`src/rtl/ext_irq_detect.sv`:
```
module ext_irq_detect #(
  parameter logic [5:0] VEC_NMI  = 6'h02,
  parameter logic [5:0] VEC_INT0 = 6'h0A,
  parameter logic [5:0] VEC_INT1 = 6'h0B,
  parameter logic [5:0] VEC_INT2 = 6'h0C,
  parameter logic [5:0] VEC_INT3 = 6'h0D
) (
  input  logic       clk,
  input  logic       rst_n,
  input  logic [3:0] irq_in,
  input  logic       nmi_in,
  input  logic       cfg_we,
  input  logic [5:0] cfg_wdata,
  input  logic       clr_we,
  input  logic [7:0] clr_wdata,
  output logic [4:0] req_flags,
  output logic       top_valid,
  output logic [5:0] top_vector
);

  localparam int NSRC = 5;

  logic [NSRC-1:0] s1, s2, prev;
  logic [1:0]      warm;
  logic [5:0]      mode;
  logic [NSRC-1:0] hit, set_ev, clr_hit;

  wire ready = (warm == 2'd3);
  wire [NSRC-1:0] rise = s2 & ~prev;
  wire [NSRC-1:0] fall = ~s2 & prev;
  wire clr_ok = clr_we && (clr_wdata[7:6] == 2'b00);

  always_ff @(posedge clk or negedge rst_n) begin
    if (!rst_n) begin
      s1   <= '0;
      s2   <= '0;
      prev <= '0;
      warm <= '0;
      mode <= '0;
    end else begin
      s1   <= {nmi_in, irq_in};
      s2   <= s1;
      prev <= s2;
      if (!ready) warm <= warm + 2'd1;
      if (cfg_we) mode <= cfg_wdata;
    end
  end

  always_comb begin
    hit[0] = mode[1] ? s2[0] : (mode[2] ? fall[0] : rise[0]);
    for (int i = 1; i < 4; i++)
      hit[i] = mode[2+i] ? fall[i] : rise[i];
    hit[4] = fall[4] | (mode[0] & rise[4]);
  end

  assign set_ev = ready ? hit : '0;

  assign clr_hit[0] = clr_ok && (clr_wdata[5:0] == VEC_INT0);
  assign clr_hit[1] = clr_ok && (clr_wdata[5:0] == VEC_INT1);
  assign clr_hit[2] = clr_ok && (clr_wdata[5:0] == VEC_INT2);
  assign clr_hit[3] = clr_ok && (clr_wdata[5:0] == VEC_INT3);
  assign clr_hit[4] = clr_ok && (clr_wdata[5:0] == VEC_NMI);

  always_ff @(posedge clk or negedge rst_n) begin
    if (!rst_n) req_flags <= '0;
    else        req_flags <= set_ev | (req_flags & ~clr_hit);
  end

  assign top_valid = |req_flags;

  always_comb begin
    if      (req_flags[4]) top_vector = VEC_NMI;
    else if (req_flags[0]) top_vector = VEC_INT0;
    else if (req_flags[1]) top_vector = VEC_INT1;
    else if (req_flags[2]) top_vector = VEC_INT2;
    else if (req_flags[3]) top_vector = VEC_INT3;
    else                   top_vector = 6'd0;
  end

  AST_QUIET_WARMUP: assert property (@(posedge clk) disable iff (!rst_n)
    !ready |=> (req_flags == '0));
  AST_LEVEL_HOLDS: assert property (@(posedge clk) disable iff (!rst_n)
    (ready && mode[1] && s2[0]) |=> req_flags[0]);
  AST_BAD_CLEAR_IGNORED: assert property (@(posedge clk) disable iff (!rst_n)
    (clr_we && clr_wdata[7:6] != 2'b00) |=> (($past(req_flags) & ~req_flags) == '0));
  AST_SET_BEATS_CLEAR: assert property (@(posedge clk) disable iff (!rst_n)
    (|(set_ev & clr_hit)) |=> ((req_flags & $past(set_ev & clr_hit)) == $past(set_ev & clr_hit)));
  AST_CLEAR_TAKES: assert property (@(posedge clk) disable iff (!rst_n)
    (clr_hit[1] && !set_ev[1]) |=> !req_flags[1]);
  AST_NMI_FIRST: assert property (@(posedge clk) disable iff (!rst_n)
    req_flags[4] |-> (top_vector == VEC_NMI));
  AST_IDLE_VECTOR: assert property (@(posedge clk) disable iff (!rst_n)
    !top_valid |-> (top_vector == 6'd0 && req_flags == '0));

endmodule

```
`config.mk`:
```
export PLATFORM = sky130hd
export DESIGN_NAME = ext_irq_detect
export DESIGN_NICKNAME = d
export VERILOG_FILES = /design/src/rtl/ext_irq_detect.sv
export SDC_FILE = /design/constraint.sdc
export NUM_CORES = 1
export LEC_CHECK = 0
export CORE_AREA = 2 2 51 53
export DETAILED_ROUTE_END_ITERATION = 10
export DIE_AREA = 0 0 53 55
export DONT_BUFFER_PORTS = 1
export HOLD_SLACK_MARGIN = 0.05
export PLACE_DENSITY = 0.73
export SYNTH_ARGS = -nofsm -noshare
export SYNTH_HDL_FRONTEND = slang
export SYNTH_SLANG_ARGS = --single-unit
```
`constraint.sdc`:
```
create_clock -name clk -period 2.1 [get_ports clk]
set_clock_uncertainty 0.05 [all_clocks]
set_input_delay 0.105 -clock clk [delete_from_list [all_inputs] [get_ports clk]]
set_output_delay 0.105 -clock clk [all_outputs]
set_load 0.005 [all_outputs]
```
==> results.cfg <==
[synthesis]
synthAdderAreaFrac_pct = 1.13
syn_inst = 81
postSynthAreaPerCell_um2 = 13.7
ys_seq_area_share_pct = 63.3
synth-edff-count = 0
ys.flop_type = dfrtp_1
synth_top_family_by_area = simple AND/OR/NAND/NOR gates
ys_ff_latch = 28
yosysTopAreaCell = dfrtp_1
yosysUniqueCellTypes = 28
synthMuxAreaShare_pct = 7.13
synth_area_leaders = dfrtp_1 (63%), mux2_2 (7.1%), a22o_1 (4.0%)
netlist_area_mm2 = 0.00111
synth_compound_area_share_pct = 8.37
synth_xor_area_share_pct = 0.792
async_reset_ff_share_pct = 100
synthSimpleGateAreaFrac_pct = 16.0
netlist.area_leader.share_pct = 63.3
ys_warn_count = 0

[sta]
hold_viol_final = 0
report.final.slew_viol_count = 0
final.hold.worst_slack_ps = 109
finalSetupTns_ps = 0
setup_viol = 0
fin_crit_sh_pct = 82.5
max_clock_freq_mhz = 577
rsz0062_at_grt = no
final.setup.worst_slack_ps = 368
fin_crit_ps = 1730

[route]
routedWlPerCell_um = 14.8
wirelength_um = 2080
drc_errors = 0
avgViaCountPerCell = 5.18
dr.pass1.iters = 4
vias = 730
drtAntennaViolNets = 0
drt_iter0_markers = 8

[clock_tree]
clk_pin_slew_ps = 140
cts-buffers-inserted = 3
clock_sinks = 28
cts_tree = done
clk_latency_ps = 310
cts_setup_buffers = 0
htreeDepth = 1
post_cts_resized = 0
clockRootBuffer = clkbuf_4
cts_hold_buf = 29
clk_path_buf_depth = 2

[power]
clockPowerShare_pct = 26.8
ir_worst_vdd_uv = 528
p_switching_mw = 0.195
p_int_mw = 0.738
seqPwrFrac_pct = 62.5
leakage_nw = 0.598
swShare_pct = 20.9
pwr-share-comb_pct = 10.7
p_per_area_mw_per_mm2 = 640

[floorplanning]
start_util_pct = 46.8
fp.dieH_um = 55
core_area_mm2 = 0.00236
dieArea_mm2 = 0.00292
fp.dieW_um = 53
rows = 18
ioPinCount = 35

[critical_path]
worstPathArrival_ps = 1900
criticalPathCategory = input pin to register
end_kind = register
critPathRequiredTime_ps = 2270
rrSetupSlack_ps = 690
crit_fanout = 4
cp-start-kind = input pin

[global_route]
grtUsageMet1_pct = 19.2
grt_overflow = 0
grt_pass1_wl_um = 3460
grt-busiest-layer = met2
grt_usage_pct = 17.2
grt_pass1_vias = 821
grt_max_degree = 29
use_met2_pct = 32.5
gr-usage-met3_pct = 4.30
antenna_found_initial = 0

[placed_design]
dp_hpwl_um = 1390
place_ws_ps = 894
placed_cells = 108
port_buffers = 0
gp_congestion = 0.763

[final_layout]
syn2layout_area_growth_pct = 31.9
final_nets = 136
layoutNonFillerInstCount = 141
layout_common_cells = dlygate4sd3_1 (28), dfrtp_1 (28), mux2_2 (7)
drive_gt1_share_pct = 13.5
antenna-diode-count = 0

[status]
status = completed

[min_path]
hold_class = input pin to register

[flow_run]
maxCapViolations = 0
-- registers in the layout, summed over array words and instances, names as in the netlist --
signal / cells
req_flags: 5
s1: 5
mode: 6
warm: 2
s2: 5
prev: 5
-- path summary, 6_finish.rpt --
check | from | to | cells past startpoint
worst max register to register | mode[5]$_DFFE_PN0P_ | mode[5]$_DFFE_PN0P_ | 2
worst min-delay path | clr_wdata[1] | req_flags[4]$_DFF_PN0_ | 3
worst min register to register | s1[4]$_DFF_PN0_ | s2[4]$_DFF_PN0_ | 0
max in group asynchronous | rst_n | warm[1]$_DFFE_PN0N_ | 2
worst max-delay path | clr_wdata[7] | req_flags[1]$_DFF_PN0_ | 5
min in group asynchronous | rst_n | s2[2]$_DFF_PN0_ | 2
-- through the flow --
stage	cell area (um2)	util (%)	power (mW)
6_report	1460	61.7	0.933
5_1_grt	1460	61.7	0.979
4_1_cts	1460	61.7	0.936
3_5_place_dp	1120	47.5	0.632
3_3_place_gp	1120	47.5	0.628
2_1_floorplan	1110	-	0.627
-- logic make-up after synthesis --
logic type / after synthesis
compound gates: 13
flops: 28
fa+ha+maj: 1
simple gates: 24
other cells: 1
xor+xnor: 1
mux: 7
buf+inv: 6
-- per-layer routing --
| layer | up-vias | part of all wire (%) |
|---|---|---|
| li1 | 342 | - |
| met1 | 359 | 40 |
| met2 | 27 | 53 |
| met3 | 2 | 6.3 |
| met4 | 0 | 0.48 |
| met5 | - | 0 |
-- power groups by stage --
stage / Combinational (mW) / Clock [mW] / Sequential, mW
5_1_grt: 0.109 / 0.282 / 0.588
3_3_place_gp: 0.0374 / 0 / 0.591
3_5_place_dp: 0.0387 / 0 / 0.593
6_report: 0.0999 / 0.250 / 0.583
4_1_cts: 0.0982 / 0.255 / 0.583
2_1_floorplan: 0.0388 / 0 / 0.588
-- cell usage after synthesis (all sizes together) (2+ instances only) --
cell	n
nand2	3
nor3	2
mux2	7
a21oi	2
nand4b	3
o22ai	3
a22o	5
buf	4
dfrtp	28
inv	2
nand2b	4
nor2	3
-- worst max-delay path, cell delays in order --
cell and delay, ps:
dlygate4sd3_1 580, nor3b_4 260, dlygate4sd3_1 620, nand3_1 90, a22o_1 240
-- layout make-up --
type | count | area [um2]
clock buffer | 4 | 36.3
fill | 188 | 906
inverter | 2 | 7.51
multi-input combinational | 48 | 377
sequential | 28 | 701
tap | 30 | 37.5
timing repair buffer | 29 | 300
Power figures use the tool's default switching activity.
